### config.mk
export PLATFORM = sky130hd
export DESIGN_NAME = prog_counter_channel
export DESIGN_NICKNAME = d
export VERILOG_FILES = /design/src/rtl/pcc_pkg.sv /design/src/rtl/pcc_gate_sync.sv /design/src/rtl/pcc_byte_port.sv /design/src/rtl/pcc_count_core.sv /design/src/rtl/prog_counter_channel.sv
export SDC_FILE = /design/constraint.sdc
export NUM_CORES = 1
export LEC_CHECK = 0
export BUFFER_PORTS_ARGS = -buffer_cell sky130_fd_sc_hd__buf_4
export CAP_MARGIN = 20
export CORE_MARGIN = 10
export CORE_UTILIZATION = 51
export DETAILED_ROUTE_END_ITERATION = 12
export PLACE_DENSITY_LB_ADDON = 0.1
export SYNTH_ARGS = -nofsm -noshare
export SYNTH_HDL_FRONTEND = slang
export SYNTH_HIERARCHICAL = 1
export SYNTH_SLANG_ARGS = --single-unit
### constraint.sdc
create_clock -name clk -period 5.7 [get_ports clk]
set_clock_uncertainty 0.2 [all_clocks]
set_input_delay 0.285 -clock clk [delete_from_list [all_inputs] [get_ports clk]]
set_output_delay 0.285 -clock clk [all_outputs]
set_load 0.005 [all_outputs]
### src/rtl/pcc_pkg.sv
// Package: shared mode encoding and control-byte field positions for the
// programmable counter channel. Assumes a control byte of at least 4 bits.
package pcc_pkg;

    typedef enum logic [2:0] {
        M_TCOUNT   = 3'd0,
        M_ONESHOT  = 3'd1,
        M_RATE     = 3'd2,
        M_SQUARE   = 3'd3,
        M_SWSTROBE = 3'd4,
        M_HWSTROBE = 3'd5
    } pcc_mode_e;

    localparam int MODE_LSB   = 0;
    localparam int ACCESS_BIT = 3;

    // Map the 3-bit mode field; the two spare codes alias the periodic modes.
    function automatic pcc_mode_e decode_mode(input logic [2:0] field);
        case (field)
            3'd0:    return M_TCOUNT;
            3'd1:    return M_ONESHOT;
            3'd2:    return M_RATE;
            3'd3:    return M_SQUARE;
            3'd4:    return M_SWSTROBE;
            3'd5:    return M_HWSTROBE;
            3'd6:    return M_RATE;
            default: return M_SQUARE;
        endcase
    endfunction

endpackage

### src/rtl/pcc_gate_sync.sv
// Gate synchronizer: brings the asynchronous gate into the clock domain
// through SYNC_STAGES flops and flags a rising edge of the synchronized
// level as a one-cycle pulse. Assumes SYNC_STAGES >= 1.
module pcc_gate_sync #(
    parameter int SYNC_STAGES = 2
) (
    input  logic clk,
    input  logic rst_n,
    input  logic gate_async,
    output logic gate_lvl,
    output logic gate_rise
);
    logic [SYNC_STAGES:0] shreg;

    // Shift the gate through the synchronizer plus one history flop.
    always_ff @(posedge clk) begin
        if (!rst_n) shreg <= '0;
        else        shreg <= {shreg[SYNC_STAGES-1:0], gate_async};
    end

    assign gate_lvl  = shreg[SYNC_STAGES-1];
    assign gate_rise = shreg[SYNC_STAGES-1] & ~shreg[SYNC_STAGES];

endmodule

### src/rtl/pcc_byte_port.sv
// Byte port: assembles a count from one or two byte writes (low byte first)
// and presents the live count one byte at a time for readback.
// Assumes CNT_W == 2*BUS_W; a control write restarts both byte pointers.
module pcc_byte_port #(
    parameter int BUS_W = 8,
    parameter int CNT_W = 2 * BUS_W
) (
    input  logic             clk,
    input  logic             rst_n,
    input  logic             ctl_wr,
    input  logic             ctl_dbl,
    input  logic             data_wr,
    input  logic [BUS_W-1:0] data_in,
    input  logic             data_rd,
    input  logic [CNT_W-1:0] count_q,
    output logic             wr_done,
    output logic [CNT_W-1:0] wr_value,
    output logic [BUS_W-1:0] data_out,
    output logic             wr_ptr
);
    localparam int HI_W = CNT_W - BUS_W;

    logic             dbl_q;
    logic             rd_ptr;
    logic [BUS_W-1:0] lsb_hold;

    // Track access format, byte pointers and the held low byte.
    always_ff @(posedge clk) begin
        if (!rst_n) begin
            dbl_q    <= 1'b0;
            wr_ptr   <= 1'b0;
            rd_ptr   <= 1'b0;
            lsb_hold <= '0;
        end else if (ctl_wr) begin
            dbl_q  <= ctl_dbl;
            wr_ptr <= 1'b0;
            rd_ptr <= 1'b0;
        end else begin
            if (data_wr && dbl_q) begin
                wr_ptr <= ~wr_ptr;
                if (!wr_ptr) lsb_hold <= data_in;
            end
            if (data_rd && dbl_q) rd_ptr <= ~rd_ptr;
        end
    end

    // Flag a completed count and form its value.
    always_comb begin
        wr_done  = data_wr && !ctl_wr && (!dbl_q || wr_ptr);
        wr_value = dbl_q ? {data_in[HI_W-1:0], lsb_hold} : {{HI_W{1'b0}}, data_in};
    end

    // Select the readback byte of the live count.
    assign data_out = rd_ptr ? count_q[CNT_W-1:BUS_W] : count_q[BUS_W-1:0];

endmodule

### src/rtl/pcc_count_core.sv
// Counter core: the shared down-counter, reload register and per-mode
// output generation. One count per clock; square mode steps by two.
// Assumes wr_done/wr_value from the byte port and a synchronized gate.
module pcc_count_core
    import pcc_pkg::*;
#(
    parameter int CNT_W = 16
) (
    input  logic             clk,
    input  logic             rst_n,
    input  logic             ctl_wr,
    input  pcc_mode_e        ctl_mode,
    input  logic             wr_done,
    input  logic [CNT_W-1:0] wr_value,
    input  logic             gate_lvl,
    input  logic             gate_rise,
    output logic [CNT_W-1:0] count_q,
    output logic             out_q,
    output pcc_mode_e        mode_q,
    output logic             running_q
);
    localparam logic [CNT_W-1:0] ONE = CNT_W'(1);
    localparam logic [CNT_W-1:0] TWO = CNT_W'(2);

    logic [CNT_W-1:0] reload_q, reload_n, cnt_n, hi_load, lo_load;
    logic             have_q, have_n, pend_q, pend_n, run_n, out_n;
    pcc_mode_e        mode_n;
    logic             trig_mode, periodic, strobe_mode, start, dec_en;

    // Classify the mode and decide whether to load or count this cycle.
    always_comb begin
        trig_mode   = (mode_q == M_ONESHOT) || (mode_q == M_HWSTROBE);
        periodic    = (mode_q == M_RATE) || (mode_q == M_SQUARE);
        strobe_mode = (mode_q == M_SWSTROBE) || (mode_q == M_HWSTROBE);
        start       = pend_q || (trig_mode && gate_rise && have_q);
        dec_en      = running_q && (trig_mode || gate_lvl) && !start;
        hi_load     = reload_q + {{(CNT_W-1){1'b0}}, reload_q[0]};
        lo_load     = reload_q - {{(CNT_W-1){1'b0}}, reload_q[0]};
    end

    // Next-state logic for the counter, output and bookkeeping flags.
    always_comb begin
        mode_n   = mode_q;
        reload_n = reload_q;
        have_n   = have_q;
        pend_n   = pend_q;
        run_n    = running_q;
        cnt_n    = count_q;
        out_n    = out_q;
        if (ctl_wr) begin
            mode_n = ctl_mode;
            have_n = 1'b0;
            pend_n = 1'b0;
            run_n  = 1'b0;
            out_n  = (ctl_mode != M_TCOUNT);
        end else begin
            if (start) begin
                pend_n = 1'b0;
                run_n  = 1'b1;
                cnt_n  = (mode_q == M_SQUARE) ? hi_load : reload_q;
                if (mode_q == M_ONESHOT)     out_n = 1'b0;
                else if (mode_q != M_TCOUNT) out_n = 1'b1;
            end else if (dec_en) begin
                unique case (mode_q)
                    M_TCOUNT, M_ONESHOT: begin
                        cnt_n = count_q - ONE;
                        if (count_q == ONE) begin
                            out_n = 1'b1;
                            run_n = 1'b0;
                        end
                    end
                    M_SWSTROBE, M_HWSTROBE: begin
                        cnt_n = count_q - ONE;
                        out_n = 1'b1;
                        if (count_q == ONE) begin
                            out_n = 1'b0;
                            run_n = 1'b0;
                        end
                    end
                    M_RATE: begin
                        if (count_q == ONE) begin
                            cnt_n = reload_q;
                            out_n = 1'b1;
                        end else begin
                            cnt_n = count_q - ONE;
                            out_n = (count_q != TWO);
                        end
                    end
                    M_SQUARE: begin
                        if (count_q == TWO) begin
                            out_n = ~out_q;
                            cnt_n = out_q ? lo_load : hi_load;
                        end else begin
                            cnt_n = count_q - TWO;
                        end
                    end
                    default: ;
                endcase
            end else begin
                if (strobe_mode)             out_n = 1'b1;
                if (periodic && !gate_lvl)   out_n = 1'b1;
            end
            if (wr_done) begin
                reload_n = wr_value;
                have_n   = 1'b1;
                if (!trig_mode && !(periodic && running_q)) pend_n = 1'b1;
                if (mode_q == M_TCOUNT) out_n = 1'b0;
            end
        end
    end

    // Register the channel state.
    always_ff @(posedge clk) begin
        if (!rst_n) begin
            mode_q    <= M_SWSTROBE;
            reload_q  <= '0;
            have_q    <= 1'b0;
            pend_q    <= 1'b0;
            running_q <= 1'b0;
            count_q   <= '0;
            out_q     <= 1'b1;
        end else begin
            mode_q    <= mode_n;
            reload_q  <= reload_n;
            have_q    <= have_n;
            pend_q    <= pend_n;
            running_q <= run_n;
            count_q   <= cnt_n;
            out_q     <= out_n;
        end
    end

endmodule

### src/rtl/prog_counter_channel.sv
// Top: one programmable counter channel. Wires the gate synchronizer, the
// byte port and the counter core. Control byte: mode in [2:0], double-byte
// access in [3]. Assumes BUS_W >= 4 so the control fields fit.
module prog_counter_channel
    import pcc_pkg::*;
#(
    parameter int BUS_W       = 8,
    parameter int SYNC_STAGES = 2
) (
    input  logic             clk,
    input  logic             rst_n,
    input  logic             ctl_wr,
    input  logic [BUS_W-1:0] ctl_byte,
    input  logic             data_wr,
    input  logic             data_rd,
    input  logic [BUS_W-1:0] data_in,
    output logic [BUS_W-1:0] data_out,
    input  logic             gate_in,
    output logic             cnt_out
);
    localparam int CNT_W = 2 * BUS_W;

    logic             gate_lvl, gate_rise, wr_done, wr_ptr, core_running;
    logic [CNT_W-1:0] wr_value, core_count;
    pcc_mode_e        core_mode, ctl_mode;

    assign ctl_mode = decode_mode(ctl_byte[MODE_LSB +: 3]);

    pcc_gate_sync #(.SYNC_STAGES(SYNC_STAGES)) u_sync (
        .clk        (clk),
        .rst_n      (rst_n),
        .gate_async (gate_in),
        .gate_lvl   (gate_lvl),
        .gate_rise  (gate_rise)
    );

    pcc_byte_port #(.BUS_W(BUS_W), .CNT_W(CNT_W)) u_port (
        .clk      (clk),
        .rst_n    (rst_n),
        .ctl_wr   (ctl_wr),
        .ctl_dbl  (ctl_byte[ACCESS_BIT]),
        .data_wr  (data_wr),
        .data_in  (data_in),
        .data_rd  (data_rd),
        .count_q  (core_count),
        .wr_done  (wr_done),
        .wr_value (wr_value),
        .data_out (data_out),
        .wr_ptr   (wr_ptr)
    );

    pcc_count_core #(.CNT_W(CNT_W)) u_core (
        .clk       (clk),
        .rst_n     (rst_n),
        .ctl_wr    (ctl_wr),
        .ctl_mode  (ctl_mode),
        .wr_done   (wr_done),
        .wr_value  (wr_value),
        .gate_lvl  (gate_lvl),
        .gate_rise (gate_rise),
        .count_q   (core_count),
        .out_q     (cnt_out),
        .mode_q    (core_mode),
        .running_q (core_running)
    );

endmodule

Yosys cells after proc, flatten, opt, wreduce, memory -nomap -nowiden
Cells that the tools add are included.

Output and inout bits: 9. Flip-flop bits (word level): 53. Logic and storage cells: 107. Input bits: 22.

Bitwise operators: 7. Muxes and demuxes: 31. Add/subtract/negate cells: 4. Reduce and logical (&&, ||, !) cells: 40. Equality and inequality tests: 13.

Operator list (count): $mux 16 (7); $pmux 16 s3 (1); $mux 1 (20); $add 16x1->16 (1); $eq 16x1->1 const B (1); $eq 16x2->1 const B (1); $ne 16x2->1 const B (1); $sub 16x1->16 (1); $sub 16x1->16 const B (1); $sub 16x2->16 const B (1); $eq 3x3->1 const B (5); $pmux 3 s5 (1); $logic_and 1x1->1 (11); $eq 3x2->1 const B (3); $reduce_and 3->1 (3); $mux 8 (1); $reduce_or 2->1 (4); $eq 3x1->1 const B (2); $logic_not 1->1 (6); $logic_not 3->1 (2); $logic_or 1x1->1 (6); $not 1->1 (6); $reduce_bool 2->1 (3); $reduce_bool 3->1 (2); 5 further kinds (5).

Depth between registers and ports, before layout
Gate-level depths: netlist (run 1).

Depth after elaboration: 12. Gate-level depth with buffers: 9. Gate-level depth less buffers: 8.

Hierarchy
The synthesis (run 1) kept the hierarchy.

By module, submodules not included: pcc_count_core (cells each 478, instances 1, area an instance 3425.8 µm², seq. area each 780.7 µm²); pcc_byte_port (cells each 77, instances 1, area an instance 740.7 µm², seq. area each 220.2 µm²); pcc_gate_sync (cells each 7, instances 1, area an instance 92.6 µm², seq. area each 60.1 µm²); prog_counter_channel (cells each 3, instances 1, area an instance 13.8 µm², seq. area each 0.0 µm²).

Least setup slack after synthesis (run 1)
Ideal clock, no wire load.

Path kind: register -> register. From: register u_core.count_q[1]. To: register u_core.count_q[10]. Period minus slack after synthesis: 2.639 ns. Path slack: 3.061 ns. Required time: 5.375 ns. Arrival time: 2.314 ns. Buffers on the path: 1. Cell stages (with the launch flop): 10. Setup time: 0.125 ns. Cells stage by stage: dfxtp_1 inv_1 ha_1 or3b_2 or4_4 buf_6 a21oi_4 nor2_2 a2111oi_4 a21oi_1.

Word-level cells in the longest chain between the ends: 5. Elaborated cells between the ends (all ways): 9. Those cells by class: 2 x add/sub; 2 x eq/ne; 5 x mux.

RTL lines: start: declaration (line pcc_count_core.sv:17) `output logic [CNT_W-1:0] count_q,`; start signal: assignment (line pcc_count_core.sv:128) `count_q <= cnt_n;`; $sub 16x2->16 (tied with other cells) (line pcc_count_core.sv:94) `cnt_n = count_q - TWO;`; $mux 16 (on tied branches) (line pcc_count_core.sv:90, pcc_count_core.sv:81); $pmux 16 s3 (*) (line pcc_count_core.sv:64) `unique case (mode_q)`; $mux 16 (*) (line pcc_count_core.sv:63) `end else if (dec_en) begin`; $mux 16 (*) (line pcc_count_core.sv:57) `if (start) begin`.

Mark *: on every way between the ends. The rest lies on a longest branch, timed or not. The select of a mux whose other input is x is not followed. A chain may end at the register's enable or synchronous reset.

Final worst setup path (run 1)
From: register u_core.mode_q[0]. To: register u_core.count_q[8].

Word-level cells in the longest chain between the ends: 9. Elaborated cells between the ends (all ways): 22. Those cells by class: 5 x eq/ne; 4 x mux; 13 x reduce/logical.

RTL lines: start: declaration (line pcc_count_core.sv:19) `output pcc_mode_e mode_q,`; start signal: assignment (line pcc_count_core.sv:123) `mode_q <= mode_n;`; $eq 3x1->1 / $eq 3x3->1 (equally long branches) (line pcc_count_core.sv:32, pcc_count_core.sv:64); $logic_or 1x1->1 (line pcc_count_core.sv:32) `trig_mode = (mode_q == M_ONESHOT) || (mode_q == M_HWSTROBE);`; $logic_and 1x1->1 (2 in a row) (line pcc_count_core.sv:35) `start = pend_q || (trig_mode && gate_rise && have_q);`; $logic_or 1x1->1 (line pcc_count_core.sv:35); $logic_not 1->1 (line pcc_count_core.sv:36) `dec_en = running_q && (trig_mode || gate_lvl) && !start;`; $logic_and 1x1->1 (line pcc_count_core.sv:36); $reduce_bool 2->1 (no line); $reduce_and 3->1 (no line).

Parallel ways exist; a longest one is shown, timed or not. The select of a mux whose other input is x is not followed.

==> reports/metrics.sh, run 1 <==
STATUS='finished, final reports clean'
CRITICAL_PATH.ENDPOINT_TYPE='register'
DRV.MAX_CAP_VIOLATION_COUNT=0
SYNTH.YOSYS.WARNINGS=6
CRITPATHSLOWESTCELL='sky130_fd_sc_hd__nor4_1'
NETLIST.TOP_CELL.BY_AREA='sky130_fd_sc_hd__dfxtp_1'
SYNTH.FF_LATCH_COUNT=53
ASYNC_FLOP_SHARE_PCT=0
SETUP_TNS_NS=0
CTS_REPAIR_RESIZE_COUNT=0
CRITICAL_PATH_REQUIRED_NS=5.69
WORST_SKEW_PAIR.LATE_LATENCY_NS=0.33
ANTENNA-DIODE-COUNT=0
IO_BUFFERS=26
GR-TOTAL-OVERFLOW=0
LAYOUT_COMMONEST_CELL='sky130_fd_sc_hd__nand2_1'
INITIAL_STANDARD_CELL_UTILIZATION_OF_THE_CORE_PCT=52.3
CORE_AREA_MM2=0.00818
DIE_AREA_MM2=0.0124
FLOORPLAN.ROWS=33
FINISH.UTILIZATION_PCT=54.6
CLOCKROOTBUFFER='sky130_fd_sc_hd__clkbuf_8'
SYNTH_MUX_AREA_SHARE_PCT=7.50
GRT_MAX_DEGREE=37
CRITICAL_PATH.MAX_FANOUT=19
DETAILROUTE.VIA_COUNT=4161
SYN_STD_CELL_AREA_MM2=0.00427
SYNTH_ADDER_AREA_SHARE_PCT=1.76
WIRELENGTH_MM=12.4
SYNTH-EDFF-COUNT=0
DPL_CELL_AREA_MM2=0.00435
GRT_PASS1_VIAS=3856
TRITONCTS='built'
CELLLEAKAGEPOWER_nW=1.60
SETUP_REPAIR_AFTER_GLOBAL_ROUTING_MISSED_ITS_MARGIN='no'
SYNTH_SIMPLE_GATE_AREA_SHARE_PCT=28.4
STARTPOINT_TYPE='register'
SYNTH_XOR_AREA_SHARE_PCT=9.22
MAX_FREQ_GHz=0.278
POST-DP-HPWL_MM=8.64
CRIT_BUF_INV=0
HOLD_CLASS='input pin to register'
FINALNETCOUNT=572
GRT_FIRST_PASS_WIRELENGTH_MM=20.3
YS_TYPES=74
TIMING.FINAL.CRIT_SHARE_PCT=63.0
CTS-BUFFERS-INSERTED=5
CHIPHEIGHT_UM=112
PLACEMENT_STAGE_WORST_SETUP_SLACK_NS=2.29
YOSYS-TOP-CELLS-AREA='sky130_fd_sc_hd__dfxtp_1 (25%), sky130_fd_sc_hd__nand2_1 (7.4%), sky130_fd_sc_hd__xnor2_1 (6.1%)'
CRITICAL_PATH_CLASS='register to register'
ANTENNA_FOUND_INITIAL=0
ROUTED_WL_PER_CELL_UM=19.0
MAXSLEWHEADROOM_PCT=37.3
CRITICAL_PATH.TOP_DELAY_FAMILY='simple AND/OR/NAND/NOR gates'
DRC=0
SYNTH_TOP_FAMILY_BY_AREA='simple AND/OR/NAND/NOR gates'
VIAS_PER_CELL=6.41
DIE-WIDTH_UM=112
CTS.REPORTEDPATHS.CLKPINSLEW_NS=0.11
SYN-INSTANCE-COUNT=565
LAYOUT-DRIVE-GT1-SHARE_PCT=12.3
FIN_CRIT_NS=3.59
AVGSYNTHCELLAREA_UM2=7.56
FLOW.AREA_GROWTH_FROM_SYNTHESIS_PCT=4.45
CP_COMMON_CELL='sky130_fd_sc_hd__a21oi_1'
SETUP_VIOL=0
SLOWEST_DELAY_NS=0.92
SYNTH-SEQ-AREA-SHARE_PCT=24.8
MAXSLEWVIOLCOUNT=0
GPL.FINAL_WEIGHTED_CONGESTION=0.919
HTREEDEPTH=2
POWER.DENSITY_mW_PER_MM2=186
AREA_FRACTION_IN_COMPOUND_GATES_AFTER_SYNTHESIS_PCT=21.0
DETAIL-ROUTE-ANTENNA-NETS=0
TIMING_HOLD_VIOLATIONS_FINAL=0
GRT_USE_TOTAL_PCT=19.1
SYNTH_TOP_AREA_SHARE_PCT=24.8
PIN_COUNT=31
WORST_MARGIN_PIN_SLEW_NS=0.939
CTS.SINK_COUNT=53
CRIT_CHAIN='nand3b_1 -> nor4_1 -> o21bai_1 -> a21oi_1 -> a2111oi_0 -> a21oi_1'
VDD.IR_DROP.WORST_uV=83.0
FINAL_CELL_AREA_MM2=0.00446
CLOCKBUFFERDEPTH=2
DETAILEDROUTE.FIRSTITERATIONVIOLATIONS=483
YS.FLOP_TYPE='sky130_fd_sc_hd__dfxtp_1'
LAYOUT_COMMON_CELLS='sky130_fd_sc_hd__nand2_1 (84), sky130_fd_sc_hd__dfxtp_1 (53), sky130_fd_sc_hd__a21oi_1 (48)'
DRTPASS1ITERATIONS=5
SYN-NUM-NETS=593
WORSTPATHARRIVAL_NS=3.59
CTS_POST_SETUP_BUFFERS_INSERTED=0
POSTLAYOUTSETUPSLACKWORST_NS=2.11
[layout make-up]
class / instances / area [µm²]
clock inverter: 2 / 38.8
clock buffer: 5 / 68.8
inverter: 7 / 26.3
timing repair buffer: 31 / 235
sequential: 53 / 1060
fill: 792 / 3710
multi-input combinational: 446 / 2900
tap: 105 / 131
[stage by stage]
step / hold slack [ns] / std cells / power [mW]
3_3_place_gp: 0.213 / 641 / 0.564
2_1_floorplan: 0.207 / 565 / 0.526
6_report: 0.00511 / 649 / 0.831
4_1_cts: 0.00483 / 649 / 0.832
5_1_grt: 0.0166 / 649 / 0.869
3_5_place_dp: 0.225 / 641 / 0.565
[sequential cells by signal, indices dropped and copies added (netlist names), 3 cells and up]
name,count
u_core/count_q,16
u_core/mode_q,3
u_core/reload_q,16
u_sync/shreg,3
u_port/lsb_hold,8
[cell usage after synthesis, drive strengths merged, types with 5 or more instances]
cell	n
nor4	15
xor2	15
inv	6
nand3	18
nor3	15
dfxtp	53
nor2b	9
a221oi	6
mux2i	14
o211ai	5
a21oi	49
o21ai	27
and2	11
nand4	10
nor2	32
ha	6
buf	17
nand2	84
o221ai	7
clkbuf	42
a31oi	7
or4	7
mux2	16
xnor2	30
nand2b	6
[timing repair]
item,in CTS,in global routing
hold endpoints to repair,1,0
hold buffers,1,0
setup endpoints to repair,0,0
[final timing paths]
kind	startpoint	endpoint	slack [ns]	depth (start not counted)
worst max-delay path	u_core/mode_q[0]$_SDFFE_PN0P_	u_core/count_q[8]$_SDFFE_PN0P_	2.11	6
worst min-delay path	ctl_byte[0]	u_core/mode_q[0]$_SDFFE_PN0P_	0.005	3
worst max register to register	u_core/mode_q[0]$_SDFFE_PN0P_	u_core/count_q[8]$_SDFFE_PN0P_	2.11	6
worst min register to register	u_sync/shreg[0]$_SDFF_PN0_	u_sync/shreg[1]$_SDFF_PN0_	0.25	1
[tightest hold or removal path, stage by stage]
cell	delay, ns
sky130_fd_sc_hd__buf_4	0.08
sky130_fd_sc_hd__mux2i_1	0.06
sky130_fd_sc_hd__nor2_1	0.08
[kinds of logic (layout without fill, tap and decap cells)]
logic type / Yosys count / in the layout
and+or+nand+nor: 229 / 229
adders and majority gates: 6 / 6
buffers and inverters: 66 / 45
DFF: 53 / 53
xor gates and xnor gates: 45 / 45
muxes: 30 / 30
AOI/OAI and AO/OA: 136 / 136
[where the power goes]
part           total (mW)  switching, mW  leakage [nW]  internal [mW]
combinational       0.160         0.0870          1.11         0.0727
clock               0.269          0.138        0.0546          0.130
sequential          0.402         0.0226         0.430          0.379
total               0.831          0.248          1.60          0.583
[metal layers]
metal | up-vias | share of wire, % | wire length, µm | track usage [%]
met2 | 218 | 44 | 5470 | 31.1
met5 | - | 0 | 0 | 0
met3 | 27 | 9.2 | 1140 | 4.51
met1 | 1938 | 44 | 5460 | 24.8
met4 | 0 | 2.4 | 292 | 4.37
li1 | 1978 | - | - | -
Note: power is estimated with default switching activity, not from simulation.
==> inputs of run 2 (changes only) <==
--- a/config.mk
+++ b/config.mk
@@ -5,6 +5,7 @@
 export SDC_FILE = /design/constraint.sdc
 export NUM_CORES = 1
 export LEC_CHECK = 0
+export ABC_AREA = 1
 export BUFFER_PORTS_ARGS = -buffer_cell sky130_fd_sc_hd__buf_4
 export CAP_MARGIN = 20
 export CORE_MARGIN = 10
==> constraint.sdc (replaced) <==
create_clock -name clk -period 3.14 [get_ports clk]
set_clock_uncertainty 0.2 [all_clocks]
set_input_delay 0.157 -clock clk [delete_from_list [all_inputs] [get_ports clk]]
set_output_delay 0.157 -clock clk [all_outputs]
set_load 0.005 [all_outputs]
==> reports/metrics.sh, run 2 <==
STATUS='finished, final reports clean'
DRV.MAX_CAP_VIOLATION_COUNT=0
CTS_POST_SETUP_BUFFERS_INSERTED=0
FINALNETCOUNT=807
WORST_MARGIN_PIN_SLEW_NS=0.758
CTS.SINK_COUNT=53
SYNTH.MOST_COMMON_CELL='sky130_fd_sc_hd__nand2_1'
GRT_USE_TOTAL_PCT=21.1
SYN_STD_CELL_AREA_MM2=0.00445
SYN-NUM-NETS=783
SETUP_VIOL=0
YS.FLOP_TYPE='sky130_fd_sc_hd__dfxtp_1'
VDD.IR_DROP.WORST_uV=220
DETAIL-ROUTE-ANTENNA-NETS=0
POWER.DENSITY_mW_PER_MM2=322
WORST_HOLD_PATH_DEPTH=5
MAX_FREQ_GHz=0.350
FLOW.AREA_GROWTH_FROM_SYNTHESIS_PCT=9.66
ROUTED_WL_PER_CELL_UM=15.2
DETAILEDROUTE.FIRSTITERATIONVIOLATIONS=541
NETLIST.TOP_CELL.BY_AREA='sky130_fd_sc_hd__dfxtp_1'
SYNTH.FF_LATCH_COUNT=53
SYNTH-SEQ-AREA-SHARE_PCT=23.8
SETUP_REPAIR_AFTER_GLOBAL_ROUTING_MISSED_ITS_MARGIN='no'
WORST_HOLD_PATH_ENDPOINT='u_port/lsb_hold[0]$_SDFFE_PN0P_'
REG2REGPATHDEPTH=11
REGISTERS_WITH_THE_MOST_FLIP_FLOPS='u_core/count_q x16, u_core/reload_q x16, u_port/lsb_hold x8'
DIE-WIDTH_UM=113
HTREEDEPTH=2
FINISH.UTILIZATION_PCT=56.8
ANTENNA-DIODE-COUNT=0
WORST_SKEW_PAIR.LATE_LATENCY_NS=0.32
DRC=0
CTSHOLDBUFFERS=17
ASYNC_FLOP_SHARE_PCT=0
GR-TOTAL-OVERFLOW=0
CRITICAL_PATH_CLASS='register to register'
TIMING.FINAL.CRIT_SHARE_PCT=91.0
FIN_CRIT_NS=2.86
GPL.FINAL_WEIGHTED_CONGESTION=0.901
SYNTH.YOSYS.WARNINGS=6
MAXSLEWHEADROOM_PCT=49.4
SYNTH.TOP_CELLS.BY_COUNT='sky130_fd_sc_hd__nand2_1 (225), sky130_fd_sc_hd__a21oi_1 (86), sky130_fd_sc_hd__nor2_1 (76), sky130_fd_sc_hd__inv_1 (73), sky130_fd_sc_hd__o21ai_0 (64)'
LAYOUT_COMMON_CELLS='sky130_fd_sc_hd__nand2_1 (225), sky130_fd_sc_hd__a21oi_1 (86), sky130_fd_sc_hd__nor2_1 (76)'
GRT_PASS1_VIAS=4636
CRIT-REG2REG-LAUNCH='u_core/mode_q[0]$_SDFFE_PN0P_'
MAXSLEWVIOLCOUNT=0
CRITICAL_PATH.MAX_FANOUT=28
POST-DP-HPWL_MM=10.0
CORE_AREA_MM2=0.00859
SYN-INSTANCE-COUNT=755
SETUP.WORST_PATH.START='u_core/mode_q[0]$_SDFFE_PN0P_'
CLOCKROOTBUFFER='sky130_fd_sc_hd__clkbuf_8'
DRTPASS1ITERATIONS=6
NUM-FILL-CELLS=910
FLOORPLAN.ROWS=34
AVGSYNTHCELLAREA_UM2=5.90
IO_BUFFERS=26
DETAILROUTE.VIA_COUNT=4867
CTS-BUFFERS-INSERTED=5
WORSTPATHARRIVAL_NS=2.87
HOLD_CLASS='input pin to register'
GRT_MAX_DEGREE=49
TRITONCTS='built'
WIRELENGTH_MM=13.5
TIMING.HOLD.WORST.START='data_in[0]'
INITIAL_STANDARD_CELL_UTILIZATION_OF_THE_CORE_PCT=51.8
PIN_COUNT=31
CHIPHEIGHT_UM=113
SYNTH-EDFF-COUNT=0
CELLLEAKAGEPOWER_nW=2.31
REG2REG_SETUP_SLACK_NS=0.28
SETUP_TNS_NS=0
CTS_REPAIR_RESIZE_COUNT=0
GRT_FIRST_PASS_WIRELENGTH_MM=22.9
VIAS_PER_CELL=5.48
CRITICAL_PATH_REQUIRED_NS=3.15
YS_TYPES=36
YOSYS-TOP-CELLS-AREA='sky130_fd_sc_hd__dfxtp_1 (24%), sky130_fd_sc_hd__nand2_1 (19%), sky130_fd_sc_hd__a21oi_1 (9.7%)'
LAYOUT_COMMONEST_CELL='sky130_fd_sc_hd__nand2_1'
ANTENNA_FOUND_INITIAL=0
CLOCKBUFFERDEPTH=2
DIE_AREA_MM2=0.0129
LAYOUT-DRIVE-GT1-SHARE_PCT=10.1
SYNTH_TOP_AREA_SHARE_PCT=23.8
WORST_R2R_ENDPOINT='u_core/out_q$_SDFF_PN1_'
TIMING_HOLD_VIOLATIONS_FINAL=0
STARTPOINT_TYPE='register'
CTS.REPORTEDPATHS.CLKPINSLEW_NS=0.11
WORST_HOLD_SLACK_NS=0.00873
CRITICAL_PATH.ENDPOINT_TYPE='register'
run 2: changes by cell type after synthesis, sizes merged, moves of 11 or more:
cell / before / now
nor3: 15 / 0
mux2i: 14 / 0
xnor2: 30 / 4
clkbuf: 42 / 12
and2: 11 / 0
nand2: 84 / 232
a21oi: 49 / 91
nand3: 18 / 59
nor4: 15 / 0
mux2: 16 / 0
inv: 6 / 80
o21ai: 27 / 66
nor2: 32 / 93
run 2: critical path, stage by stage (launching register included):
cell                            delay, ns
sky130_fd_sc_hd__dfxtp_1             0.51
sky130_fd_sc_hd__inv_4               0.12
sky130_fd_sc_hd__nor2_2              0.17
sky130_fd_sc_hd__a31oi_2             0.12
sky130_fd_sc_hd__buf_4               0.25
sky130_fd_sc_hd__inv_1               0.35
sky130_fd_sc_hd__o21ai_0             0.14
sky130_fd_sc_hd__o21ai_0             0.12
sky130_fd_sc_hd__a21oi_1             0.10
sky130_fd_sc_hd__nand2_1             0.08
sky130_fd_sc_hd__nand2_1             0.05
sky130_fd_sc_hd__dlygate4sd3_1       0.55
run 2: metrics by stage:
stage	instance area (µm²)	cells	setup slack [ns]	total power, mW
final	4880	888	0.283	1.57
after detailed placement	4610	863	0.748	1.13
after global routing	4880	888	0.0349	1.67
after global placement	4610	863	0.733	1.12
after floorplan	4450	755	1.26	1.03
after CTS	4880	888	0.328	1.58
run 2: layout make-up:
class / instances / area (µm²) / share of cell area (%)
multi-input cells: 589 / 2870 / 58.7
flip-flops and latches: 53 / 1060 / 21.7
repair buffers: 49 / 410 / 8.40
inverters: 81 / 309 / 6.33
well taps: 108 / 135 / 2.77
clock buffers: 6 / 82.6 / 1.69
clock inverters: 2 / 17.5 / 0.359
run 2: layer usage:
layer  up-vias  share of wire [%]  track usage (%)
li1       2483                  -                -
met1      2187                 46             27.4
met2       168                 45             34.3
met3        29                6.4             3.57
met4         0                2.9             7.53
met5         -                  0                0
run 2: how the worst max path moves through the flow:
stage / endpoint / slack, ns
2_1_floorplan: u_core/out_q$_SDFF_PN1_ / 1.26
5_1_grt: u_core/out_q$_SDFF_PN1_ / 0.03
3_5_place_dp: u_core/count_q[9]$_SDFFE_PN0P_ / 0.75
3_3_place_gp: u_core/count_q[9]$_SDFFE_PN0P_ / 0.73
4_1_cts: u_core/out_q$_SDFF_PN1_ / 0.33
6_report: u_core/out_q$_SDFF_PN1_ / 0.28
run 2: cell families (layout without fill, tap and decap cells):
logic type	count (synthesis)	after routing	synth area share, %
compound gates	168	168	20.1
fa+ha+maj	6	6	1.69
xor+xnor	18	18	3.54
flops	53	53	23.8
simple gates	397	397	38.9
buf+inv	113	138	11.9
run 2: power breakdown:
part	total, mW	switching (mW)	leakage [nW]	internal, mW
Clock	0.432	0.249	0.0518	0.184
Sequential	0.737	0.0390	0.432	0.698
Combinational	0.403	0.252	1.83	0.151
Total	1.57	0.540	2.31	1.03
